### config.mk
export PLATFORM = sky130hd
export DESIGN_NAME = pll_irq_mgr
export DESIGN_NICKNAME = d
export VERILOG_FILES = /design/src/rtl/pll_irq_pkg.sv /design/src/rtl/pll_hop_timer.sv /design/src/rtl/pll_irq_flags.sv /design/src/rtl/pll_trx_action.sv /design/src/rtl/pll_irq_mgr.sv
export SDC_FILE = /design/constraint.sdc
export NUM_CORES = 1
export LEC_CHECK = 0
export BUFFER_PORTS_ARGS = -buffer_cell sky130_fd_sc_hd__buf_2
export CAP_MARGIN = 25
export CORE_MARGIN = 2
export CORE_UTILIZATION = 48
export DETAILED_ROUTE_END_ITERATION = 10
export PLACE_DENSITY = 0.74
export SLEW_MARGIN = 20
export SYNTH_ARGS = -nofsm -noshare
export SYNTH_HDL_FRONTEND = slang
export SYNTH_SLANG_ARGS = --single-unit
### constraint.sdc
create_clock -name clk -period 1.74 [get_ports clk]
set_input_delay 0 -clock clk [delete_from_list [all_inputs] [get_ports clk]]
set_output_delay 0 -clock clk [all_outputs]
set_load 0.02 [all_outputs]
### src/rtl/pll_irq_pkg.sv
package pll_irq_pkg;
  typedef enum logic [2:0] {
    TRX_OFF        = 3'd0,
    TRX_SYNTH      = 3'd1,
    TRX_LISTEN     = 3'd2,
    TRX_LISTEN_ACK = 3'd3,
    TRX_SEND       = 3'd4,
    TRX_SEND_RETRY = 3'd5,
    TRX_RECV       = 3'd6,
    TRX_RECV_ACK   = 3'd7
  } trx_state_e;

  function automatic logic st_idle_on(trx_state_e s);
    return (s == TRX_SYNTH) || (s == TRX_LISTEN) || (s == TRX_LISTEN_ACK);
  endfunction

  function automatic logic st_sending(trx_state_e s);
    return (s == TRX_SEND) || (s == TRX_SEND_RETRY);
  endfunction

  function automatic logic st_receiving(trx_state_e s);
    return (s == TRX_RECV) || (s == TRX_RECV_ACK);
  endfunction
endpackage

### src/rtl/pll_hop_timer.sv
module pll_hop_timer #(
  parameter int TX_HOP_CYC = 4000,
  parameter int RX_HOP_CYC = 8000
) (
  input  logic clk,
  input  logic rst,
  input  logic hop_req,
  input  logic hop_to_tx,
  output logic hop_active
);
  localparam int MAX_CYC = (TX_HOP_CYC > RX_HOP_CYC) ? TX_HOP_CYC : RX_HOP_CYC;
  localparam int CW      = $clog2(MAX_CYC + 1);
  localparam logic [CW-1:0] TX_LOAD = CW'(TX_HOP_CYC);
  localparam logic [CW-1:0] RX_LOAD = CW'(RX_HOP_CYC);

  logic [CW-1:0] cnt_q;

  always_ff @(posedge clk) begin
    if (rst)                cnt_q <= '0;
    else if (hop_req)       cnt_q <= hop_to_tx ? TX_LOAD : RX_LOAD;
    else if (cnt_q != '0)   cnt_q <= cnt_q - 1'b1;
  end

  assign hop_active = (cnt_q != '0);

  a_r7_opens: assert property (@(posedge clk) disable iff (rst)
    hop_req |=> hop_active);
  a_r7_no_self_start: assert property (@(posedge clk) disable iff (rst)
    (!hop_req && !hop_active) |=> !hop_active);
endmodule

### src/rtl/pll_irq_flags.sv
module pll_irq_flags #(
  parameter int NSRC = 2
) (
  input  logic            clk,
  input  logic            rst,
  input  logic            lock_evt,
  input  logic            unlock_evt,
  input  logic            rd_clr,
  input  logic [NSRC-1:0] irq_mask,
  output logic            lock_flag,
  output logic            unlock_flag,
  output logic            irq
);
  logic lock_d, unlock_d;
  logic [NSRC-1:0] src_d;

  always_comb begin
    lock_d   = lock_flag;
    unlock_d = unlock_flag;
    if (unlock_evt) begin
      unlock_d = 1'b1;
      lock_d   = 1'b0;
    end else if (lock_evt) begin
      lock_d   = 1'b1;
      unlock_d = 1'b0;
    end else if (rd_clr) begin
      lock_d   = 1'b0;
      unlock_d = 1'b0;
    end
  end

  always_comb begin
    src_d    = '0;
    src_d[0] = lock_d;
    src_d[1] = unlock_d;
  end

  always_ff @(posedge clk) begin
    if (rst) begin
      lock_flag   <= 1'b0;
      unlock_flag <= 1'b0;
      irq         <= 1'b0;
    end else begin
      lock_flag   <= lock_d;
      unlock_flag <= unlock_d;
      irq         <= |(src_d & irq_mask);
    end
  end

  a_r1_reset: assert property (@(posedge clk)
    rst |=> (!lock_flag && !unlock_flag && !irq));
  a_r4_unlock_wins: assert property (@(posedge clk) disable iff (rst)
    unlock_evt |=> (unlock_flag && !lock_flag));
  a_r2_lock_sets: assert property (@(posedge clk) disable iff (rst)
    (lock_evt && !unlock_evt) |=> (lock_flag && !unlock_flag));
  a_r5_clear: assert property (@(posedge clk) disable iff (rst)
    (rd_clr && !lock_evt && !unlock_evt) |=> (!lock_flag && !unlock_flag));
  a_r6_irq_source: assert property (@(posedge clk) disable iff (rst)
    irq |-> (lock_flag || unlock_flag));
endmodule

### src/rtl/pll_trx_action.sv
module pll_trx_action
  import pll_irq_pkg::*;
(
  input  logic       clk,
  input  logic       rst,
  input  trx_state_e state,
  input  logic       lock_evt,
  input  logic       unlock_evt,
  output logic       abort_tx,
  output logic       resume_listen,
  output logic       resume_ack
);
  logic arm_q;
  logic fire;

  assign fire = lock_evt && !unlock_evt && arm_q && st_receiving(state);

  always_ff @(posedge clk) begin
    if (rst) begin
      arm_q         <= 1'b0;
      abort_tx      <= 1'b0;
      resume_listen <= 1'b0;
      resume_ack    <= 1'b0;
    end else begin
      if (!st_receiving(state)) arm_q <= 1'b0;
      else if (unlock_evt)      arm_q <= 1'b1;
      else if (lock_evt)        arm_q <= 1'b0;
      abort_tx      <= unlock_evt && st_sending(state);
      resume_listen <= fire;
      resume_ack    <= fire && (state == TRX_RECV_ACK);
    end
  end

  a_r9_abort_src: assert property (@(posedge clk) disable iff (rst)
    abort_tx |-> st_sending($past(state)));
  a_r10_resume_armed: assert property (@(posedge clk) disable iff (rst)
    resume_listen |-> ($past(arm_q) && st_receiving($past(state))));
  a_r10_ack_with_resume: assert property (@(posedge clk) disable iff (rst)
    resume_ack |-> resume_listen);
  a_r10_single_pulse: assert property (@(posedge clk) disable iff (rst)
    resume_listen |=> !resume_listen);
endmodule

### src/rtl/pll_irq_mgr.sv
module pll_irq_mgr
  import pll_irq_pkg::*;
#(
  parameter int TX_HOP_CYC = 4000,
  parameter int RX_HOP_CYC = 8000
) (
  input  logic       clk,
  input  logic       rst,
  input  logic       synth_on,
  input  logic       lock_det,
  input  logic       cal_start,
  input  logic       cal_done,
  input  logic       freq_chg,
  input  logic       hop_req,
  input  logic       hop_to_tx,
  input  logic [2:0] trx_state,
  input  logic [1:0] irq_mask,
  input  logic       rd_clr,
  output logic       lock_flag,
  output logic       unlock_flag,
  output logic       irq,
  output logic       hop_active,
  output logic       abort_tx,
  output logic       resume_listen,
  output logic       resume_ack
);
  trx_state_e st;
  logic det_q, det_rise, det_fall, det_ok, lock_evt, unlock_evt;

  assign st = trx_state_e'(trx_state);

  always_ff @(posedge clk) begin
    if (rst) det_q <= 1'b0;
    else     det_q <= lock_det;
  end

  assign det_rise   = lock_det && !det_q;
  assign det_fall   = !lock_det && det_q;
  assign det_ok     = synth_on && !hop_req && !hop_active;
  assign lock_evt   = (det_rise && det_ok) || cal_done;
  assign unlock_evt = (det_fall && det_ok) || ((cal_start || freq_chg) && st_idle_on(st));

  pll_hop_timer #(.TX_HOP_CYC(TX_HOP_CYC), .RX_HOP_CYC(RX_HOP_CYC)) u_hop (
    .clk(clk), .rst(rst), .hop_req(hop_req), .hop_to_tx(hop_to_tx),
    .hop_active(hop_active));

  pll_irq_flags #(.NSRC(2)) u_flags (
    .clk(clk), .rst(rst), .lock_evt(lock_evt), .unlock_evt(unlock_evt),
    .rd_clr(rd_clr), .irq_mask(irq_mask), .lock_flag(lock_flag),
    .unlock_flag(unlock_flag), .irq(irq));

  pll_trx_action u_act (
    .clk(clk), .rst(rst), .state(st), .lock_evt(lock_evt),
    .unlock_evt(unlock_evt), .abort_tx(abort_tx),
    .resume_listen(resume_listen), .resume_ack(resume_ack));

  a_r8_hop_quiet: assert property (@(posedge clk) disable iff (rst)
    ((hop_req || hop_active) && !cal_done && !cal_start && !freq_chg && !rd_clr)
      |=> ($stable(lock_flag) && $stable(unlock_flag)));
  a_r11_off_quiet: assert property (@(posedge clk) disable iff (rst)
    (!synth_on && !cal_done && !cal_start && !freq_chg && !rd_clr)
      |=> ($stable(lock_flag) && $stable(unlock_flag)));
  a_r3_cal_start_unlocks: assert property (@(posedge clk) disable iff (rst)
    (cal_start && st_idle_on(st)) |=> (unlock_flag && !lock_flag));
endmodule

# == Yosys cells after proc, flatten, opt, wreduce, memory -nomap -nowiden ==
# Cells that the tools add are included.
# classes
add_sub_neg,1
eq_ne,7
mux,11
bitwise_logic,2
n_reduce_logical,29
# op_table
operator,count
2-to-1 mux 13 bit,3
nonzero test 13 bit,1
subtractor 13 x 1 -> 13 bit (second input constant),1
== test 3 bit (second input constant),4
logical AND 1 bit,12
2-to-1 mux 1 bit,8
logical OR 1 bit,7
== test 3 x 2 -> 1 bit (second input constant),2
zero test 1 bit,5
nonzero test 2 bit,2
OR reduction 2 bit,2
== test 3 x 1 -> 1 bit (second input constant),1
AND 2 bit,1
NOT 1 bit,1
# totals
ff_bits,21
out_inout_bits,7

# == Longest topological paths before layout ==
# Gate-level depths: netlist of run 1.
# depth
ltp_word,10
depth_mapped,8
depth_no_buf,7

# == Modules after synthesis ==
# Synthesis of run 1 repeated with hierarchy kept, for this count alone.
# unflattened
hier_cells,111
hier_area_um2,1082.3
# modules_own_cells
mod,n_inst,cells_per_inst,area_each_um2,seq_area_each_um2
pll_hop_timer,1,80,753.2,260.2
pll_trx_action,1,13,142.6,80.1
pll_irq_flags,1,10,111.4,60.1
pll_irq_mgr,1,8,75.1,20.0

# == Worst setup path after synthesis of run 1 ==
# OpenSTA, ideal clock, no wires.
# synth_path
path_kind,register to register
startpoint,reg u_hop.cnt_q[0]
endpoint,reg u_hop.cnt_q[5]
arrival_time_ns,1.727
path_slack_ns,-0.076
stages_incl_launch_ff,8
n_path_buf,1
synth_period_minus_slack_ns,1.816
path_cell_list,dfxtp_1 > inv_1 > ha_1 > nor4b_4 > and3_1 > buf_6 > or4_4 > a311oi_2
# synth_between
elab_chain_cells,3
elab_cells_between_ends,5
cone_classes,add/sub: 1; mux: 2; reduce/logical: 2
# synth_rtl
item,line_no,rtl
start: declaration,pll_hop_timer.sv:16,logic [CW-1:0] cnt_q;
start signal: assignment,pll_hop_timer.sv:20,else if (hop_req) cnt_q <= hop_to_tx ? TX_LOAD : RX_LOAD;
start signal: assignment,pll_hop_timer.sv:21,else if (cnt_q != '0) cnt_q <= cnt_q - 1'b1;
subtractor 13 x 1 -> 13 bit,pll_hop_timer.sv:21,
2-to-1 mux 13 bit,pll_hop_timer.sv:21,
2-to-1 mux 13 bit,pll_hop_timer.sv:20,
# Several ways; a longest one is shown, not always the timed one. The select of a mux whose other input is x is not followed.
# A chain may end at the register's enable or synchronous reset.

# == Worst setup path in the final report of run 1 ==
# layout_path
startpoint,reg u_hop.cnt_q[0]
endpoint,reg u_hop.cnt_q[11]
# Same word-level chain as after synthesis.

==> results of run 1 <==
==> worst max-delay path by stage <==
| stage | startpoint | end | slack (ns) |
|---|---|---|---|
| 2_1_floorplan | u_hop.cnt_q[0]$_SDFFE_PP0P_ | u_hop.cnt_q[5]$_SDFFE_PP0P_ | 0.06 |
| 3_3_place_gp | u_hop.cnt_q[1]$_SDFFE_PP0P_ | u_hop.cnt_q[1]$_SDFFE_PP0P_ | 0.05 |
| 3_5_place_dp | u_hop.cnt_q[1]$_SDFFE_PP0P_ | u_hop.cnt_q[1]$_SDFFE_PP0P_ | -0.03 |
| 4_1_cts | u_hop.cnt_q[1]$_SDFFE_PP0P_ | u_hop.cnt_q[5]$_SDFFE_PP0P_ | -0.003 |
| 5_1_grt | u_hop.cnt_q[1]$_SDFFE_PP0P_ | u_hop.cnt_q[9]$_SDFFE_PP0P_ | -0.05 |
| 6_report | u_hop.cnt_q[0]$_SDFFE_PP0P_ | u_hop.cnt_q[11]$_SDFFE_PP0P_ | 0.06 |
==> synth_stat cells (2+ instances only) <==
library cell  instances
a221oi_1              3
ha_1                  2
xnor2_1               3
o21ai_0               2
clkbuf_1              3
nor2b_1               4
nor3_1                6
and4_1                3
inv_1                 3
nor4bb_1              3
nor2_1                7
a21oi_1               3
nor4_4                2
or4_4                 3
dfxtp_1              21
nand2b_1              3
a211oi_1              6
nand2_1               2
a31oi_1               2
==> repair_timing <==
item | 4_1_cts | 5_1_grt
buffers inserted | 0 | 1
hold buffers | 6 | 0
hold endpoints to repair | 6 | 0
gates resized for setup | 1 | 8
endpoints found under the setup margin | 6 | 14
pin swaps | 0 | 4
==> layer usage <==
layer / vias up / track usage, %
met3: 7 / 3.45
met2: 31 / 33.3
met5: - / 0
met1: 502 / 26.9
li1: 501 / -
met4: 0 / 6.41
==> worst min-delay path, cell delays in order <==
cell and delay [ns]:
buf_2 0.07, nor2b_1 0.12, o2bb2ai_1 0.12
==> registers in the layout (all words and copies together) (netlist names) <==
| register | cells |
|---|---|
| u_flags.irq | 1 |
| u_hop.cnt_q | 13 |
| u_act.arm_q | 1 |
| u_flags.unlock_flag | 1 |
| u_act.resume_listen | 1 |
| u_act.resume_ack | 1 |
| det_q | 1 |
| u_flags.lock_flag | 1 |
| u_act.abort_tx | 1 |
==> stage by stage <==
stage | worst slack (ns) | area [µm²] | std cells
5_1_grt | -0.0548 | 1440 | 175
2_1_floorplan | 0.0593 | 1120 | 109
6_report | 0.0606 | 1440 | 175
3_5_place_dp | -0.0332 | 1310 | 164
4_1_cts | -0.00271 | 1400 | 174
3_3_place_gp | 0.0501 | 1310 | 164
==> where the power goes <==
part | switching (µW) | internal [µW] | leakage [µW] | total [µW]
registers | 48.2 | 517 | 0.000174 | 566
logic | 169 | 182 | 0.000370 | 350
clock network | 148 | 89.7 | 0.0000150 | 238
==> cells in the final DEF (no fill, tap or decap), types with 4 or more instances in the layout <==
cell and n:
a211oi_1 6, buf_2 21, buf_4 11, dfxtp_1 18, dlygate4sd3_1 6, nor2_1 7
nor2b_1 4, nor3_1 6
==> area by class of cell <==
cell class | instances | area [µm²]
Clock buffer | 4 | 26.3
Multi-Input combinational cell | 80 | 693
Timing Repair Buffer | 38 | 248
Inverter | 4 | 15.0
Sequential cell | 21 | 424
Fill cell | 197 | 771
Tap cell | 28 | 35.0
==> cells by family after synthesis <==
logic type / Yosys count / synth area share (%)
flip-flops: 21 / 37.8
adder cells (fa/ha/maj): 2 / 2.25
AND/OR/NAND/NOR: 48 / 32.7
XOR/XNOR: 4 / 3.15
AO/OA/AOI/OAI: 26 / 20.8
buffers and inverters: 8 / 3.37
==> results.ini, run 1 <==
[outcome]
outcome = complete, no violations

[timing]
worst_pin_slew_ns = 0.490
fin_tns_setup_ns = 0
hold_viol = 0
finClkSkew_ns = 0.00735
final_count_of_negative_setup_slack_endpoints = 0
slew_headroom_pct = 66.9
finalWorstPathRequiredPeriod_ns = 1.68
setup_repair_after_global_routing_missed_its_margin = true
maxSlewViolCount = 0
final.period_utilization_pct = 96.5
max_clock_freq_ghz = 0.595
worst_hold_slack_ns = 0.0214

[critical_path]
reg2regPathDepth = 8
critical_path_cell_list = inv_2 > ha_1 > nor4b_4 > buf_4 > a211oi_1 > buf_4 > and4_1 > a211oi_1
r2r-end = u_hop.cnt_q[11]$_SDFFE_PP0P_
required_arrival_time_at_the_worst_endpoint_ns = 1.97
timing.critical_path.slowest_cell_delay_ns = 0.34
cp-end-kind = flip-flop
critical_path.reg2reg.startpoint = u_hop.cnt_q[0]$_SDFFE_PP0P_
flop2flop_setup_slack_ns = 0.06
critPathKind = flip-flop to flip-flop
start_kind = flip-flop
critPathSlowestCell = dfxtp_2
arrival_ns = 1.91
cp.buffers_inverters = 3
timing.critical_path.max_delay_family = buffers and inverters
crit_path_max_fanout = 5
critical_path_cell_count = 8

[synthesis]
asyncSetResetFlopFracSynth_pct = 0
synthTopCellsByArea = dfxtp_1 38%, a211oi_1 4.0%, nor4_4 3.8%, or4_4 3.0%, nor3_1 2.7%
syn-mean-instance-area_um2 = 10.2
syn-instance-count = 109
yosysTopAreaCellShare_pct = 37.8
syn_area_um2 = 1110
yosysWarnings = 0
number_of_distinct_library_cells_after_synthesis = 47
synth_edf_count = 0
synthesis.nets = 126
synth_top_cell_by_area = dfxtp_1
synth.yosys.seq_area_share_pct = 37.8
ys_seq_elements = 21
synthFlopType = dfxtp_1

[pwr]
peak_supply_drop_mv = 0.517
leakage_uw = 0.000559
post-layout-total-power_uw = 1150
p_per_area_nw_per_um2 = 800

[final_layout]
area_growth_synth_to_finish_pct = 29.4
finish.utilization_pct = 65.2
antennaDiodeCount = 0
layout-drive-gt1-share_pct = 40.1
nNetsFinal = 165

[die]
floorplan.die_area_um2 = 2720
placeableCoreArea_um2 = 2210
chip_width_um = 52.2
die_h_um = 52.2
pin_count = 22
num_rows = 17
initial_core_util_pct = 50.3

[routing]
remaining_drc_errors = 0
num_vias = 1041
wirelength_met1_mm = 1.08
dr_wl_met3_um = 113
drt.antenna.violating_nets = 0
drt_first_iter_violations = 10
routed_wire_length_per_instance_um = 14.7
length_of_routed_met2_wiring_mm = 1.33
finalWirelength_mm = 2.58
highest-signal-layer = met4
drt-pass1-iter-count = 4
viasPerCell = 5.95

[global_route]
grt_first_pass_wirelength_mm = 4.13
gr-total-overflow = 0
largest_net_degree_at_the_start_of_global_routing = 23
antenna_found_initial = 0
gr-usage-all-layers_pct = 20.3
vias_in_the_first_global_route = 921

[job]
drv.max_cap_violation_count = 0

[placed_design]
placement.io_buffers = 21
dp_hpwl_mm = 1.79
gp_congestion = 0.778

[cts]
clk_pin_slew_ns = 0.12
clock_tree.root_cell = clkbuf_4
tritoncts = yes
clkSinkCount = 21
worst_skew_pair.late_latency_ns = 0.31
h-tree-depth = 1
tritoncts.num_buffers = 3
clockBufferDepth = 2

[worst_hold_path]
holdPathStages = 3
min_to = u_flags.irq$_SDFF_PP0_
min_delay_src = irq_mask[0]
hold_path_class = primary input to flip-flop

Power figures use the tool's default switching activity.
==> inputs of run 2 (changes only) <==
--- a/config.mk
+++ b/config.mk
@@ -16,2 +16,3 @@
 export SYNTH_HDL_FRONTEND = slang
 export SYNTH_SLANG_ARGS = --single-unit
+export TNS_END_PERCENT = 5
==> constraint.sdc (replaced) <==
create_clock -name clk -period 1.74 [get_ports clk]
set_input_delay 0.087 -clock clk [delete_from_list [all_inputs] [get_ports clk]]
set_output_delay 0.087 -clock clk [all_outputs]
set_load 0.02 [all_outputs]
==> run 2 against run 1 <==
Compared with the run above:
- final cell count fell by 2.3%
- register-to-register slack lost 0.02 ns
- clock power barely moved
- die area unchanged
- setup slack got worse by 0.043 ns
- non-clock buffer count fell by 4
- combinational power decreased by 4%
- critical path depth down 2
- sequential share of layout area rose by 0.79 points
- first-iteration DRC count rose to 2.5 times the previous value
- via count is 2.1% lower
==> results.ini, run 2 (same netlist as run 1, synthesis figures left out) <==
[timing]
finalWorstPathRequiredPeriod_ns = 1.72  ; +0.0429 ns
final.period_utilization_pct = 99.0  ; +2.5 points
worst_pin_slew_ns = 0.489  ; -0.00117 ns
max_clock_freq_ghz = 0.581  ; -2.5%
slew_headroom_pct = 67.0  ; +0.079 points
hold_viol = 0  ; unchanged
final_count_of_negative_setup_slack_endpoints = 0  ; unchanged
finClkSkew_ns = 0.00825  ; +0.000906 ns
setup_repair_after_global_routing_missed_its_margin = true
maxSlewViolCount = 0  ; unchanged

[global_route]
largest_net_degree_at_the_start_of_global_routing = 23  ; unchanged
gr-total-overflow = 0  ; unchanged
gr-usage-all-layers_pct = 19.7  ; -0.53 points
antenna_found_initial = 0  ; unchanged
grt_first_pass_wirelength_mm = 4.03  ; -2.5%
vias_in_the_first_global_route = 895  ; -2.8%

[final_layout]
final_cells = 171  ; -2.3%
largest_reg_flops = 13  ; unchanged
most-common-layout-cells = 20 x buf_2, 18 x dfxtp_1, 13 x buf_4, 7 x nor2_1
nNetsFinal = 161  ; -2.4%
layout-drive-gt1-share_pct = 42.0  ; +1.8 points
post-route-cell-area_um2 = 1400  ; -2.6%
mostFrequentLayoutCell = buf_2
largest-register = u_hop.cnt_q
antennaDiodeCount = 0  ; unchanged
area_growth_synth_to_finish_pct = 26.1

[die]
placeableCoreArea_um2 = 2210  ; unchanged
chip_width_um = 52.2  ; unchanged
pin_count = 22  ; unchanged
num_rows = 17  ; unchanged
die_h_um = 52.2  ; unchanged
initial_core_util_pct = 50.3  ; unchanged
floorplan.die_area_um2 = 2720  ; unchanged

[placed_design]
post_detailed_placement_cell_area_um2 = 1310  ; unchanged
dp_hpwl_mm = 1.79  ; unchanged
place.detailed.instances = 164  ; unchanged
gp_congestion = 0.778  ; unchanged
placement.io_buffers = 21  ; unchanged

[cts]
h-tree-depth = 1  ; unchanged
clock_tree.root_cell = clkbuf_4
clkSinkCount = 21  ; unchanged
clockBufferDepth = 2  ; unchanged
tritoncts.num_buffers = 3  ; unchanged
tritoncts = yes
worst_skew_pair.late_latency_ns = 0.31  ; about the same
clk_pin_slew_ns = 0.11  ; about the same

[routing]
remaining_drc_errors = 0  ; unchanged
finalWirelength_mm = 2.46  ; -4.5%
drt-pass1-iter-count = 4  ; unchanged
drt.antenna.violating_nets = 0  ; unchanged
viasPerCell = 5.96  ; +0.18%
routed_wire_length_per_instance_um = 14.4  ; -2.3%
num_vias = 1019  ; -2.1%
drt_first_iter_violations = 25  ; +15

[pwr]
peak_supply_drop_mv = 0.519  ; +0.46%
leakage_uw = 0.000548  ; -2.1%
p_per_area_nw_per_um2 = 812  ; +1.5%

[critical_path]
start_kind = flip-flop
critical_path_cell_list = inv_2 > ha_1 > nor4b_4 > and3_4 > inv_4 > buf_4
arrival_ns = 1.64  ; -0.27 ns
required_arrival_time_at_the_worst_endpoint_ns = 1.65  ; -0.32 ns
critPathKind = flip-flop to output pin
critPathSlowestCell = dfxtp_2
crit_path_max_fanout = 7  ; +2
timing.critical_path.slowest_cell_delay_ns = 0.34  ; about the same
cp-end-kind = output pin

[outcome]
outcome = complete, no violations

[worst_hold_path]
hold_path_class = primary input to flip-flop

[job]
drv.max_cap_violation_count = 0  ; unchanged

==> run 2: timing repair <==
item | CTS | global route
endpoints found under the hold margin | 1 | 0
gates resized for setup | 2 | 9
setup endpoints to repair | 6 | 12
pin swaps | 1 | 2
hold buffers | 1 | 0
setup buffers | 0 | 2
==> run 2: layout make-up <==
cell class                 instances  area [µm²]
tap                               28        35.0
sequential                        21         424
inverter                           4        17.5
timing repair buffer              34         208
multi-input combinational         80         693
clock buffer                       4        26.3
fill                             202         808
==> run 2: final timing paths <==
path                                     start                           end  slack [ns]  cells past startpoint
setup / recovery   u_hop.cnt_q[0]$_SDFFE_PP0P_                    hop_active        0.02                      6
hold / removal                        lock_det              det_q$_SDFF_PP0_        0.02                      2
setup reg to reg   u_hop.cnt_q[0]$_SDFFE_PP0P_  u_hop.cnt_q[11]$_SDFFE_PP0P_        0.04                      8
hold reg to reg   u_hop.cnt_q[11]$_SDFFE_PP0P_  u_hop.cnt_q[11]$_SDFFE_PP0P_        0.58                      2
==> run 2: worst max-delay path, delay by kind of cell (launching register included) <==
| kind | cells | cell delay, ns |
|---|---|---|
| AND/OR/NAND/NOR | 2 | 0.53 |
| flip-flops | 1 | 0.34 |
| adder cells (fa/ha/maj) | 1 | 0.16 |
| buffers and inverters | 3 | 0.31 |
==> run 2: power breakdown <==
part	internal [µW]	switching (µW)	total, µW
sequential	517	48.6	566
combinational	176	162	337
clock	89.5	148	237
total	782	358	1140
==> run 2: layer usage <==
metal / part of all wire, % / track usage, %
met1: 43 / 26.3
met2: 51 / 32.3
met3: 4.0 / 3.45
met4: 1.4 / 6.41
met5: 0 / 0
==> run 2: through the flow <==
| step | total power (µW) | util (%) | setup TNS (ns) | hold WS (ns) | setup WS, ns |
|---|---|---|---|---|---|
| global placement | 875 | 59.2 | 0 | 0.310 | 0.0501 |
| floorplan | 777 | - | 0 | 0.204 | 0.0593 |
| global route | 1200 | 63.5 | -0.297 | 0.0207 | -0.0699 |
| detailed placement | 884 | 59.2 | -0.0660 | 0.308 | -0.0332 |
| finish | 1140 | 63.5 | 0 | 0.0195 | 0.0177 |
| CTS | 1120 | 61.0 | -0.00125 | 0.0148 | -0.00125 |
